===== config.mk =====
export PLATFORM = sky130hd
export DESIGN_NAME = event_builder
export DESIGN_NICKNAME = d
export VERILOG_FILES = /design/src/rtl/eb_pkg.sv /design/src/rtl/eb_chan_sel.sv /design/src/rtl/eb_room.sv /design/src/rtl/eb_evcount.sv /design/src/rtl/event_builder.sv
export SDC_FILE = /design/constraint.sdc
export NUM_CORES = 1
export LEC_CHECK = 0
export ABC_CLOCK_PERIOD_IN_PS = 7880
export CELL_PAD_IN_SITES_DETAIL_PLACEMENT = 1
export CELL_PAD_IN_SITES_GLOBAL_PLACEMENT = 1
export CORE_AREA = 8 8 220 222
export CTS_BUF_LIST = sky130_fd_sc_hd__clkbuf_16
export CTS_CLUSTER_SIZE = 24
export DETAILED_ROUTE_END_ITERATION = 8
export DIE_AREA = 0 0 228 230
export PLACE_DENSITY_LB_ADDON = 0.1
export RECOVER_POWER = 25
export SYNTH_ARGS = -nofsm -noshare
export SYNTH_HDL_FRONTEND = slang
export SYNTH_SLANG_ARGS = --single-unit

===== constraint.sdc =====
create_clock -name clk -period 7.88 [get_ports clk]
set_input_delay 2.364 -clock clk [delete_from_list [all_inputs] [get_ports clk]]
set_output_delay 2.364 -clock clk [all_outputs]
set_load 0.02 [all_outputs]

===== src/rtl/eb_pkg.sv =====
package eb_pkg;

    typedef enum logic [2:0] {
        S_IDLE   = 3'd0,
        S_CHAN   = 3'd1,
        S_STAMP  = 3'd2,
        S_CHIPID = 3'd3,
        S_FULL   = 3'd4
    } eb_state_t;

endpackage


===== src/rtl/eb_chan_sel.sv =====
// Selects one channel's converted value, gain and hit bits by index.
module eb_chan_sel #(
    parameter int NCH   = 36,
    parameter int ADC_W = 12,
    parameter int CHW   = 6
) (
    input  logic [NCH*ADC_W-1:0] adc_flat,
    input  logic [NCH-1:0]       gain_flat,
    input  logic [NCH-1:0]       hit_flat,
    input  logic [CHW-1:0]       sel,
    output logic [ADC_W-1:0]     adc_o,
    output logic                 gain_o,
    output logic                 hit_o
);

    logic [ADC_W-1:0] adc_arr [0:NCH-1];

    for (genvar i = 0; i < NCH; i++) begin : g_unpack
        assign adc_arr[i] = adc_flat[i*ADC_W +: ADC_W];
    end

    assign adc_o  = adc_arr[sel];
    assign gain_o = gain_flat[sel];
    assign hit_o  = hit_flat[sel];

endmodule


===== src/rtl/eb_room.sv =====
// Says whether a full record starting at 'base' still fits below DEPTH.
module eb_room #(
    parameter int DEPTH = 1024,
    parameter int EVW   = 38,
    parameter int PW    = 11
) (
    input  logic [PW-1:0] base,
    output logic          fits
);

    localparam logic [PW:0] LIMIT = (PW+1)'(DEPTH - EVW);

    assign fits = ({1'b0, base} <= LIMIT);

endmodule


===== src/rtl/eb_evcount.sv =====
// Counts complete event records.
module eb_evcount #(
    parameter int ECW = 5
) (
    input  logic           clk,
    input  logic           rst_n,
    input  logic           inc,
    output logic [ECW-1:0] count
);

    always_ff @(posedge clk) begin
        if (!rst_n) begin
            count <= '0;
        end else if (inc) begin
            count <= count + 1'b1;
        end
    end

endmodule


===== src/rtl/event_builder.sv =====
module event_builder
    import eb_pkg::*;
#(
    parameter int NCH    = 36,
    parameter int ADC_W  = 12,
    parameter int TS_W   = 12,
    parameter int BCID_W = 24,
    parameter int ID_W   = 8,
    parameter int DEPTH  = 1024,
    localparam int EVW   = NCH + 2,
    localparam int AW    = $clog2(DEPTH),
    localparam int PW    = $clog2(DEPTH + 1),
    localparam int CHW   = $clog2(NCH),
    localparam int WW    = TS_W + ADC_W + 2,
    localparam int ECW   = $clog2(DEPTH / EVW + 1)
) (
    input  logic                 clk,
    input  logic                 rst_n,
    input  logic                 start_i,
    input  logic [NCH*ADC_W-1:0] adc_i,
    input  logic [NCH-1:0]       gain_i,
    input  logic [NCH-1:0]       hit_i,
    input  logic [BCID_W-1:0]    bcid_i,
    input  logic [ID_W-1:0]      chip_id_i,
    output logic                 busy_o,
    output logic                 sram_we_o,
    output logic [AW-1:0]        sram_addr_o,
    output logic [WW-1:0]        sram_wdata_o,
    output logic [ECW-1:0]       event_cnt_o,
    output logic                 overflow_o
);

    eb_state_t        state, state_nx;
    logic [CHW-1:0]   ch_idx;
    logic [PW-1:0]    wptr;
    logic [TS_W-1:0]  ts_q;
    logic [PW-1:0]    room_base;
    logic             room_ok;
    logic             take_start;
    logic [ADC_W-1:0] cur_adc;
    logic             cur_gain;
    logic             cur_hit;

    // Room is judged from the address the next record would start at.
    assign room_base  = (state == S_CHIPID) ? wptr + 1'b1 : wptr;
    assign take_start = start_i && (state == S_IDLE || state == S_CHIPID);

    eb_room #(.DEPTH(DEPTH), .EVW(EVW), .PW(PW)) u_room (
        .base (room_base),
        .fits (room_ok)
    );

    eb_chan_sel #(.NCH(NCH), .ADC_W(ADC_W), .CHW(CHW)) u_sel (
        .adc_flat  (adc_i),
        .gain_flat (gain_i),
        .hit_flat  (hit_i),
        .sel       (ch_idx),
        .adc_o     (cur_adc),
        .gain_o    (cur_gain),
        .hit_o     (cur_hit)
    );

    eb_evcount #(.ECW(ECW)) u_cnt (
        .clk   (clk),
        .rst_n (rst_n),
        .inc   (state == S_CHIPID),
        .count (event_cnt_o)
    );

    // Next-state logic
    always_comb begin
        state_nx = state;
        unique case (state)
            S_IDLE: begin
                if (start_i) state_nx = room_ok ? S_CHAN : S_FULL;
            end
            S_CHAN: begin
                if (ch_idx == CHW'(NCH - 1)) state_nx = S_STAMP;
            end
            S_STAMP: begin
                state_nx = S_CHIPID;
            end
            S_CHIPID: begin
                if (start_i) state_nx = room_ok ? S_CHAN : S_FULL;
                else         state_nx = S_IDLE;
            end
            S_FULL: begin
                state_nx = S_FULL;
            end
            default: state_nx = S_IDLE;
        endcase
    end

    // State register and datapath registers
    always_ff @(posedge clk) begin
        if (!rst_n) begin
            state  <= S_IDLE;
            ch_idx <= '0;
            wptr   <= '0;
            ts_q   <= '0;
        end else begin
            state <= state_nx;
            if (take_start && room_ok) begin
                ts_q <= bcid_i[TS_W-1:0];
            end
            if (state == S_CHAN) begin
                ch_idx <= ch_idx + 1'b1;
            end else begin
                ch_idx <= '0;
            end
            if (sram_we_o) begin
                wptr <= wptr + 1'b1;
            end
        end
    end

    // Output logic
    always_comb begin
        busy_o       = 1'b0;
        sram_we_o    = 1'b0;
        sram_wdata_o = '0;
        overflow_o   = 1'b0;
        unique case (state)
            S_IDLE: begin
            end
            S_CHAN: begin
                busy_o       = 1'b1;
                sram_we_o    = 1'b1;
                sram_wdata_o = {ts_q, cur_adc, cur_gain, cur_hit};
            end
            S_STAMP: begin
                busy_o       = 1'b1;
                sram_we_o    = 1'b1;
                sram_wdata_o = {ts_q, {(WW-TS_W){1'b0}}};
            end
            S_CHIPID: begin
                busy_o       = 1'b1;
                sram_we_o    = 1'b1;
                sram_wdata_o = {{(WW-ID_W){1'b0}}, chip_id_i};
            end
            S_FULL: begin
                overflow_o = 1'b1;
            end
            default: begin
            end
        endcase
    end

    assign sram_addr_o = wptr[AW-1:0];

endmodule


Yosys cells after proc, flatten, opt, wreduce, memory -nomap -nowiden --
Index checks and enable logic that the tools add are counted.
Word-level totals: register bits after elaboration 37, input port bits 539, output and inout bits 44, word-level logic and storage cells 42
Cells by class: add/sub/neg operators 3, order comparisons 3, eq/ne operators 7, muxes and demuxes 16, bitwise gates (word level) 1, reductions and logical operators 7
Operators by type and width (number):
- $pmux 26 s3 | 1
- $bmux 12 s6 | 1
- $mux 12 | 2
- $pmux 3 s5 | 1
- $bmux 1 s6 | 2
- $mux 3 | 4
- $add 11x1->11 const B | 1
- $le 11x10->1 const B | 1
- $mux 11 | 1
- $ge 7x7->1 const B | 1
- $lt 6x7->1 const B | 1
- $not 6->7 | 1
- $add 6x1->6 const B | 1
- $eq 3x2->1 const B | 2
- $eq 6x6->1 const B | 1
- $add 5x1->5 const B | 1
- $mux 1 | 4
- $ne 2x2->1 const B | 2
- $reduce_and 2->1 | 2
- $eq 3x1->1 const B | 1
- $eq 3x3->1 const B | 1
- $logic_not 3->1 | 1
- $reduce_or 3->1 | 1
- $logic_and 1x1->1 | 2
- $logic_or 1x1->1 | 1

Longest topological paths before layout --
Gate-level depths: netlist of run 1.
depth after elaboration 6, depth in mapped cells 9

Hierarchy --
From an unflattened synthesis of run 1, not the netlist that was laid out.
Second synthesis, totals: cells, all modules 586, area total of the unflattened synthesis 6247.2 µm²
By module, submodules not included:
- eb_chan_sel | instances 1, cells an instance 325, area each 4095.2 µm²
- event_builder | instances 1, cells an instance 233, area each 1896.8 µm²
- eb_evcount | instances 1, cells an instance 23, area each 225.2 µm²
- eb_room | instances 1, cells an instance 5, area each 30.0 µm²

Worst setup path after synthesis of run 1 --
OpenSTA, ideal clock, no wires.
path kind input to output, start in adc_i[182], end out sram_wdata_o[4], arrival time 3608 ps, slack 1908 ps, stages on the path 4, buffers on the path 0, path through mux4_2 mux4_2 mux2i_1 o21ai_0
Between the ends: cells in the longest elaborated chain, start to end 4
Ends and longest elaborated chain:
- start: declaration | line event_builder.sv:20 | input logic [NCH*ADC_W-1:0] adc_i,
- $bmux 12 s6 | line eb_chan_sel.sv:22 | assign adc_o = adc_arr[sel];
- $mux 12 (not written as such) (2 in a row) | line eb_chan_sel.sv:22
- $pmux 26 s3 | line event_builder.sv:123 | unique case (state)
- end: declaration | line event_builder.sv:28 | output logic [WW-1:0] sram_wdata_o,
Every way passes these cells. The select of a mux whose other input is x is not followed.

Worst setup path after layout of run 1 --
start in adc_i[84], end out sram_wdata_o[2]
Same word-level chain as after synthesis.

==> results of run 1 <==
-- cells by family after synthesis --
logic type | Yosys count | share of synthesized area
compound gates | 56 | 0.06462
mux | 165 | 0.5938
buf+inv | 68 | 0.05854
simple gates | 147 | 0.1232
xor+xnor | 20 | 0.02937
fa+ha+maj | 3 | 0.006295
flops | 37 | 0.1242
-- cells in the final DEF, fill, tap and decap left out, drive strengths merged, types with 5 or more instances in the layout --
cell	Yosys	final
a22oi	19	19
clkdlybuf4s50	0	569
buf	43	8
diode	0	11
clkbuf	21	6
o21ai	11	11
nand4	7	7
nor3	5	5
nor2b	12	12
nand2	53	53
and2	27	27
mux2i	14	14
xnor2	16	16
dfxtp	37	37
a21oi	7	7
mux4	151	151
nor2	19	19
nand3	8	8
-- registers in the layout, indices dropped and copies added (netlist names) --
signal	cells
ch_idx	6
state	3
ts_q	12
u_cnt.count	5
wptr	11
-- cell type report --
cell class	count	share of cell area
clock inverter	3	0.001113
inverter	4	0.001214
tap	600	0.06069
antenna	11	0.002225
timing repair buffer	579	0.4695
clock buffer	5	0.01012
multi-input combinational	391	0.3945
sequential	37	0.06069
-- where the power goes --
group / internal [W] / switching, W
registers: 0.000194 / 0.0000143
clock network: 0.000115 / 0.0000836
logic: 0.000383 / 0.000160
total: 0.000692 / 0.000258
-- metrics by stage --
stage          instances  hold slack, ns    util  area [um2]
3_5_place_dp        1611          0.4508  0.2719       12210
4_1_cts             1619          0.4588  0.2750       12350
2_1_floorplan        496          0.4301       -        5963
3_3_place_gp        1611          0.4388  0.2719       12210
6_report            1630          0.4513  0.2755       12370
5_1_grt             1629          0.4730  0.2755       12370
-- cell usage after synthesis (4+ instances only) --
| master | count | area, um2 |
|---|---|---|
| a21oi_1 | 7 | 35.03 |
| a22oi_1 | 19 | 142.6 |
| and2_1 | 27 | 168.9 |
| and3_1 | 4 | 25.02 |
| buf_1 | 5 | 18.77 |
| buf_2 | 21 | 105.1 |
| buf_4 | 16 | 120.1 |
| clkbuf_1 | 21 | 78.83 |
| dfxtp_1 | 37 | 740.7 |
| mux2i_1 | 14 | 140.1 |
| mux4_2 | 151 | 3401 |
| nand2_1 | 53 | 198.9 |
| nand3_1 | 8 | 40.04 |
| nand4_1 | 7 | 43.79 |
| nor2_1 | 19 | 71.32 |
| nor2b_1 | 12 | 75.07 |
| nor3_1 | 5 | 25.02 |
| o21ai_0 | 11 | 55.05 |
| xnor2_1 | 16 | 140.1 |
| xor2_1 | 4 | 35.03 |
-- worst max path at each step --
stage                             to  slack [ns]  depth (start not counted)
floorplan            sram_wdata_o[4]        1.91                          4
global placement     sram_wdata_o[0]        0.64                          6
detailed placement   sram_wdata_o[0]        0.61                          6
CTS                  sram_wdata_o[0]        0.60                          6
global route        sram_wdata_o[11]        0.53                          8
finish               sram_wdata_o[2]        0.68                          6
-- metal layers --
| metal | wire length [um] | part of all wire | track usage | vias to the layer above |
|---|---|---|---|---|
| met1 | 17080 | 0.35 | 0.1816 | 3437 |
| met5 | 130 | 0.0027 | 0 | - |
| li1 | - | - | - | 3102 |
| met2 | 26420 | 0.55 | 0.3333 | 291 |
| met4 | 965 | 0.020 | 0.04973 | 18 |
| met3 | 3797 | 0.078 | 0.06538 | 45 |
-- worst min-delay path, cell delays in order, from the launching register on --
cell and delay (ns):
dfxtp_1 0.30, nand2_1 0.05, mux2i_1 0.05
==> results.toml, run 1 <==
[cts]
ctsResizeCount = 0
holdBufCountCts = 0
cts_buffers = 5
clkLatencyLatePin_ns = 0.28
cts_setup_buffers = 0
cts.sinks = 37
htree_levels = 2
clk_pin_slew_worst_paths_ns = 0.06
cts_tree = "built"
cts.path.max_buffers = 2
clock-root-buffer = "clkbuf_16"

[hold_path]
min_path_type = "register to register"
holdPathStages = 2
whs_endpoint = "ts_q[3]"
min_from = "ts_q[3]"

[status]
violations = "max-capacitance violations, max-slew violations"
status = "finished with violations"

[pwr]
p_leak_nw = 3.940
power_w = 0.0009498
ir_drop_mv = 0.06802
power-per-cell-area_nw_per_um2 = 76.79

[synth]
synth.distinct_cells = 42
syn_avg_cell_area_um2 = 12.02
yosys_warnings = 0
synth-edff-count = 0
netlist_instances = 496
netlist_area_um2 = 5963
syn_nets = 1038
synthFlopType = "dfxtp_1"
ys_seq_elements = 37
seq_area_frac_synth = 0.1242
async_flop_share = 0

[place]
place.port_buffers = 570
gp_congestion = 0.7980
pre_cts_ws_ns = 0.6123
dpl.hpwl_um = 43020

[grt]
grt_max_degree = 64
grtUsageTotal = 0.1771
antenna_found_initial = 21
grt_first_pass_wirelength_um = 66060
grt-ovfl-total = 0
grt_pass1_vias = 8087

[floorplanning]
initial_utilization = 0.1328
die_w_um = 228
ios = 583
rows = 78
die_height_um = 230
fp.coreArea_um2 = 44890
dieArea_um2 = 52440

[timing]
drv_slew = 47
fmax_mhz = 138.9
rsz0062_at_grt = "no"
tightest_slew_ns = 2.040
fin_crit_ns = 7.200
clock_skew_ns = 0.002881
hold_violations = 0
setup_total_negative_slack_ns = 0
timing.final.ws_setup_ns = 0.6801
slew_headroom = -0.3597
finalSetupViolations = 0
period_share = 0.9137

[cells_and_area]
area_delta_synth_final_pct = 107.4
n_fill_cell = 5036
regArea_um2 = 750.7
drive_gt1_frac = 0.1688
multi_input_area_um2 = 4880
layout.nets = 1560

[critical_path]
cp.arrival_ns = 4.84
slowest_delay_ns = 0.61
path_max_fanout = 1
crit_start = "adc_i[84]"
r2r_start = "wptr[1]"
cp-end-kind = "output port"
rrSetupSlack_ns = 5.27
regToRegEndpoint = "ts_q[5]"
critPathTopFamily = "buffers and inverters"
ff2ff_path_depth = 8
cp-start-kind = "input port"
cp.required_ns = 5.52
worstSetupPathType = "input port to output port"
path_buf_inv = 2
cpMaxStageDelayCell = "clkdlybuf4s50_1"
path_cells = "clkdlybuf4s50_1, mux4_2, mux4_2, a22oi_1, nand2_1, clkdlybuf4s50_1"

[routing]
post_drt_wl_per_cell_um = 29.69
drt-vias-per-instance = 4.229
drt_iter0_drc = 264
drt-total-wl_um = 48390
drt_pass1_iterations = 4
drc_errors = 0
vias = 6893
antenna_left = 0

[run]
drv_cap = 1
No activity file was read; power rests on OpenSTA's default activity.
==> run 2: changes to the inputs <==
--- a/config.mk
+++ b/config.mk
@@ -5,7 +5,7 @@
 export SDC_FILE = /design/constraint.sdc
 export NUM_CORES = 1
 export LEC_CHECK = 0
-export ABC_CLOCK_PERIOD_IN_PS = 7880
+export ABC_CLOCK_PERIOD_IN_PS = 8300
 export CELL_PAD_IN_SITES_DETAIL_PLACEMENT = 1
 export CELL_PAD_IN_SITES_GLOBAL_PLACEMENT = 1
 export CORE_AREA = 8 8 220 222
==> constraint.sdc (replaced) <==
create_clock -name clk -period 8.3 [get_ports clk]
set_input_delay 2.49 -clock clk [delete_from_list [all_inputs] [get_ports clk]]
set_output_delay 2.49 -clock clk [all_outputs]
set_load 0.02 [all_outputs]
==> run 2 against run 1 <==
  * The run still ends with max-capacitance violations, max-slew violations left
  * Global-route usage is 0.064 points lower
  * Power down 5.4%
  * Highest routed layer unchanged
  * Hold slack improved by 0.0015 ns
  * Design area rose by 0.20%
  * Sequential cell count unchanged
  * Largest power group unchanged
  * Register-to-register slack better by 0.47 ns
  * Routed wire length fell by 0.52%
  * Clock skew up 0.0011 ns
  * Critical path type unchanged
  * Worst setup slack better by 0.095 ns
  * Core utilization rose by 0.056 points
==> results.toml, run 2 (synthesized netlist as in run 1, its figures left out) <==
[cells_and_area]
final_common_cell = "clkdlybuf4s50_1"
largest_registers = "ts_q x12, wptr x11, ch_idx x6"
layout.nets = 1562
area_delta_synth_final_pct = 107.8
largest_reg_flops = 12
n_fill_cell = 5092
regMostFlops = "ts_q"
mostFrequentLayoutCells = "569 x clkdlybuf4s50_1, 151 x mux4_2, 53 x nand2_1, 33 x dfxtp_1, 24 x and2_1"
stdcell_count = 1637
drive_gt1_frac = 0.1685

[cts]
cts_buffers = 5
cts_setup_buffers = 0
holdBufCountCts = 0
ctsResizeCount = 0
clock-root-buffer = "clkbuf_16"
htree_levels = 2
clk_pin_slew_worst_paths_ns = 0.06
cts_tree = "built"
clkLatencyLatePin_ns = 0.28
cts.path.max_buffers = 2
cts.sinks = 37

[critical_path]
worstSetupPathType = "input port to output port"
regToRegEndpoint = "ts_q[1]"
cp-end-kind = "output port"
ff2ff_path_depth = 8
path_cells = "clkdlybuf4s50_1, mux4_2, mux4_2, a22oi_1, nand2_1, clkdlybuf4s50_1"
cp.required_ns = 5.81
crit_start = "hit_i[19]"
cpMaxStageDelayCell = "clkdlybuf4s50_1"
path_max_fanout = 1
slowest_delay_ns = 0.61
r2r_start = "wptr[0]"
rrSetupSlack_ns = 5.74
cp-start-kind = "input port"
endpoint = "sram_wdata_o[0]"
cp.arrival_ns = 5.03

[floorplanning]
die_w_um = 228
die_height_um = 230
fp.coreArea_um2 = 44890
dieArea_um2 = 52440
initial_utilization = 0.1328
ios = 583
rows = 78

[timing]
clock_skew_ns = 0.003968
finalSetupViolations = 0
hold_violations = 0
setup_total_negative_slack_ns = 0
fin_crit_ns = 7.525
period_share = 0.9066
rsz0062_at_grt = "no"
tightest_slew_ns = 2.024
slew_headroom = -0.3493
fmax_mhz = 132.9
drv_slew = 47

[pwr]
power-per-cell-area_nw_per_um2 = 72.50
p_leak_nw = 3.953
ir_drop_mv = 0.05687

[routing]
antenna_left = 0
drc_errors = 0
drt_iter0_drc = 399
vias = 6920
drt_pass1_iterations = 4
drt-total-wl_um = 48140
drt-vias-per-instance = 4.227
post_drt_wl_per_cell_um = 29.41

[grt]
grt_first_pass_wirelength_um = 66010
grt_pass1_vias = 8046
antenna_found_initial = 27
grtUsageTotal = 0.1764
grt-ovfl-total = 0
grt_max_degree = 58

[status]
violations = "max-capacitance violations, max-slew violations"
status = "finished with violations"

[hold_path]
min_from = "ts_q[8]"
min_path_type = "register to register"

[place]
dpl.hpwl_um = 42910
placedCellCount = 1613
place.port_buffers = 570
gp_congestion = 0.7929

[run]
drv_cap = 1
run 2: changes by cell type in the layout (fill, tap and decap cells not counted), sizes merged:
cell / change
diode: +5
clkinv: -1
inv: +1
buf: +2
run 2: critical path: cells and delay by family:
kind,cells,cell delay (ns)
compound gates,1,0.28
simple gates,1,0.10
mux,2,1.15
buf+inv,2,1.01
run 2: final cells by class:
class | count | area (um2) | area share
timing repair buffer | 581 | 5822 | 0.4697
multi-input combinational | 391 | 4880 | 0.3937
sequential | 37 | 750.7 | 0.06057
tap | 600 | 750.7 | 0.06057
clock buffer | 5 | 125.1 | 0.01009
antenna | 16 | 40.04 | 0.003230
inverter | 4 | 15.01 | 0.001211
clock inverter | 3 | 11.26 | 0.0009085
run 2: how the worst min path moves through the flow:
stage | depth (start not counted) | end | slack, ns
global route | 2 | ts_q[0] | 0.47
finish | 2 | ts_q[8] | 0.45
detailed placement | 2 | ts_q[9] | 0.45
global placement | 2 | ts_q[5] | 0.44
floorplan | 2 | ts_q[0] | 0.43
CTS | 2 | ts_q[9] | 0.46
run 2: layer usage:
layer / wire length (um) / vias up / part of all wire / global-route usage
met4: 884 / 20 / 0.018 / 0.05033
met5: 133 / - / 0.0028 / 0
met1: 17040 / 3466 / 0.35 / 0.1806
met3: 3618 / 49 / 0.075 / 0.06525
li1: - / 3112 / - / -
met2: 26460 / 273 / 0.55 / 0.3321
run 2: report_power, final:
part	total (W)	leakage (nW)	internal, W	switching (W)
registers	0.000199	0.303	0.000184	0.0000148
logic	0.000514	3.58	0.000364	0.000150
clock network	0.000185	0.0739	0.000108	0.0000771
run 2: through the flow:
| stage | power, W | cell area (um2) | setup slack (ns) | hold WS (ns) | util |
|---|---|---|---|---|---|
| after floorplan | 0.0003971 | 5963 | 2.076 | 0.4301 | - |
| after global placement | 0.0007223 | 12220 | 0.7881 | 0.4372 | 0.2722 |
| after detailed placement | 0.0007269 | 12220 | 0.7797 | 0.4484 | 0.2722 |
| after CTS | 0.0009221 | 12360 | 0.7583 | 0.4571 | 0.2753 |
| after global routing | 0.0009536 | 12380 | 0.7588 | 0.4717 | 0.2758 |
| final | 0.0008986 | 12390 | 0.7752 | 0.4528 | 0.2761 |
==> run 3: changes to the inputs <==
--- a/config.mk
+++ b/config.mk
@@ -5,7 +5,6 @@
 export SDC_FILE = /design/constraint.sdc
 export NUM_CORES = 1
 export LEC_CHECK = 0
-export ABC_CLOCK_PERIOD_IN_PS = 8300
 export CELL_PAD_IN_SITES_DETAIL_PLACEMENT = 1
 export CELL_PAD_IN_SITES_GLOBAL_PLACEMENT = 1
 export CORE_AREA = 8 8 220 222
@@ -13,6 +12,7 @@
 export CTS_CLUSTER_SIZE = 24
 export DETAILED_ROUTE_END_ITERATION = 8
 export DIE_AREA = 0 0 228 230
+export HOLD_SLACK_MARGIN = 0.03
 export PLACE_DENSITY_LB_ADDON = 0.1
 export RECOVER_POWER = 25
 export SYNTH_ARGS = -nofsm -noshare
==> results of run 3 <==
Final layout, timing and power as in run 2 (identical DEF).
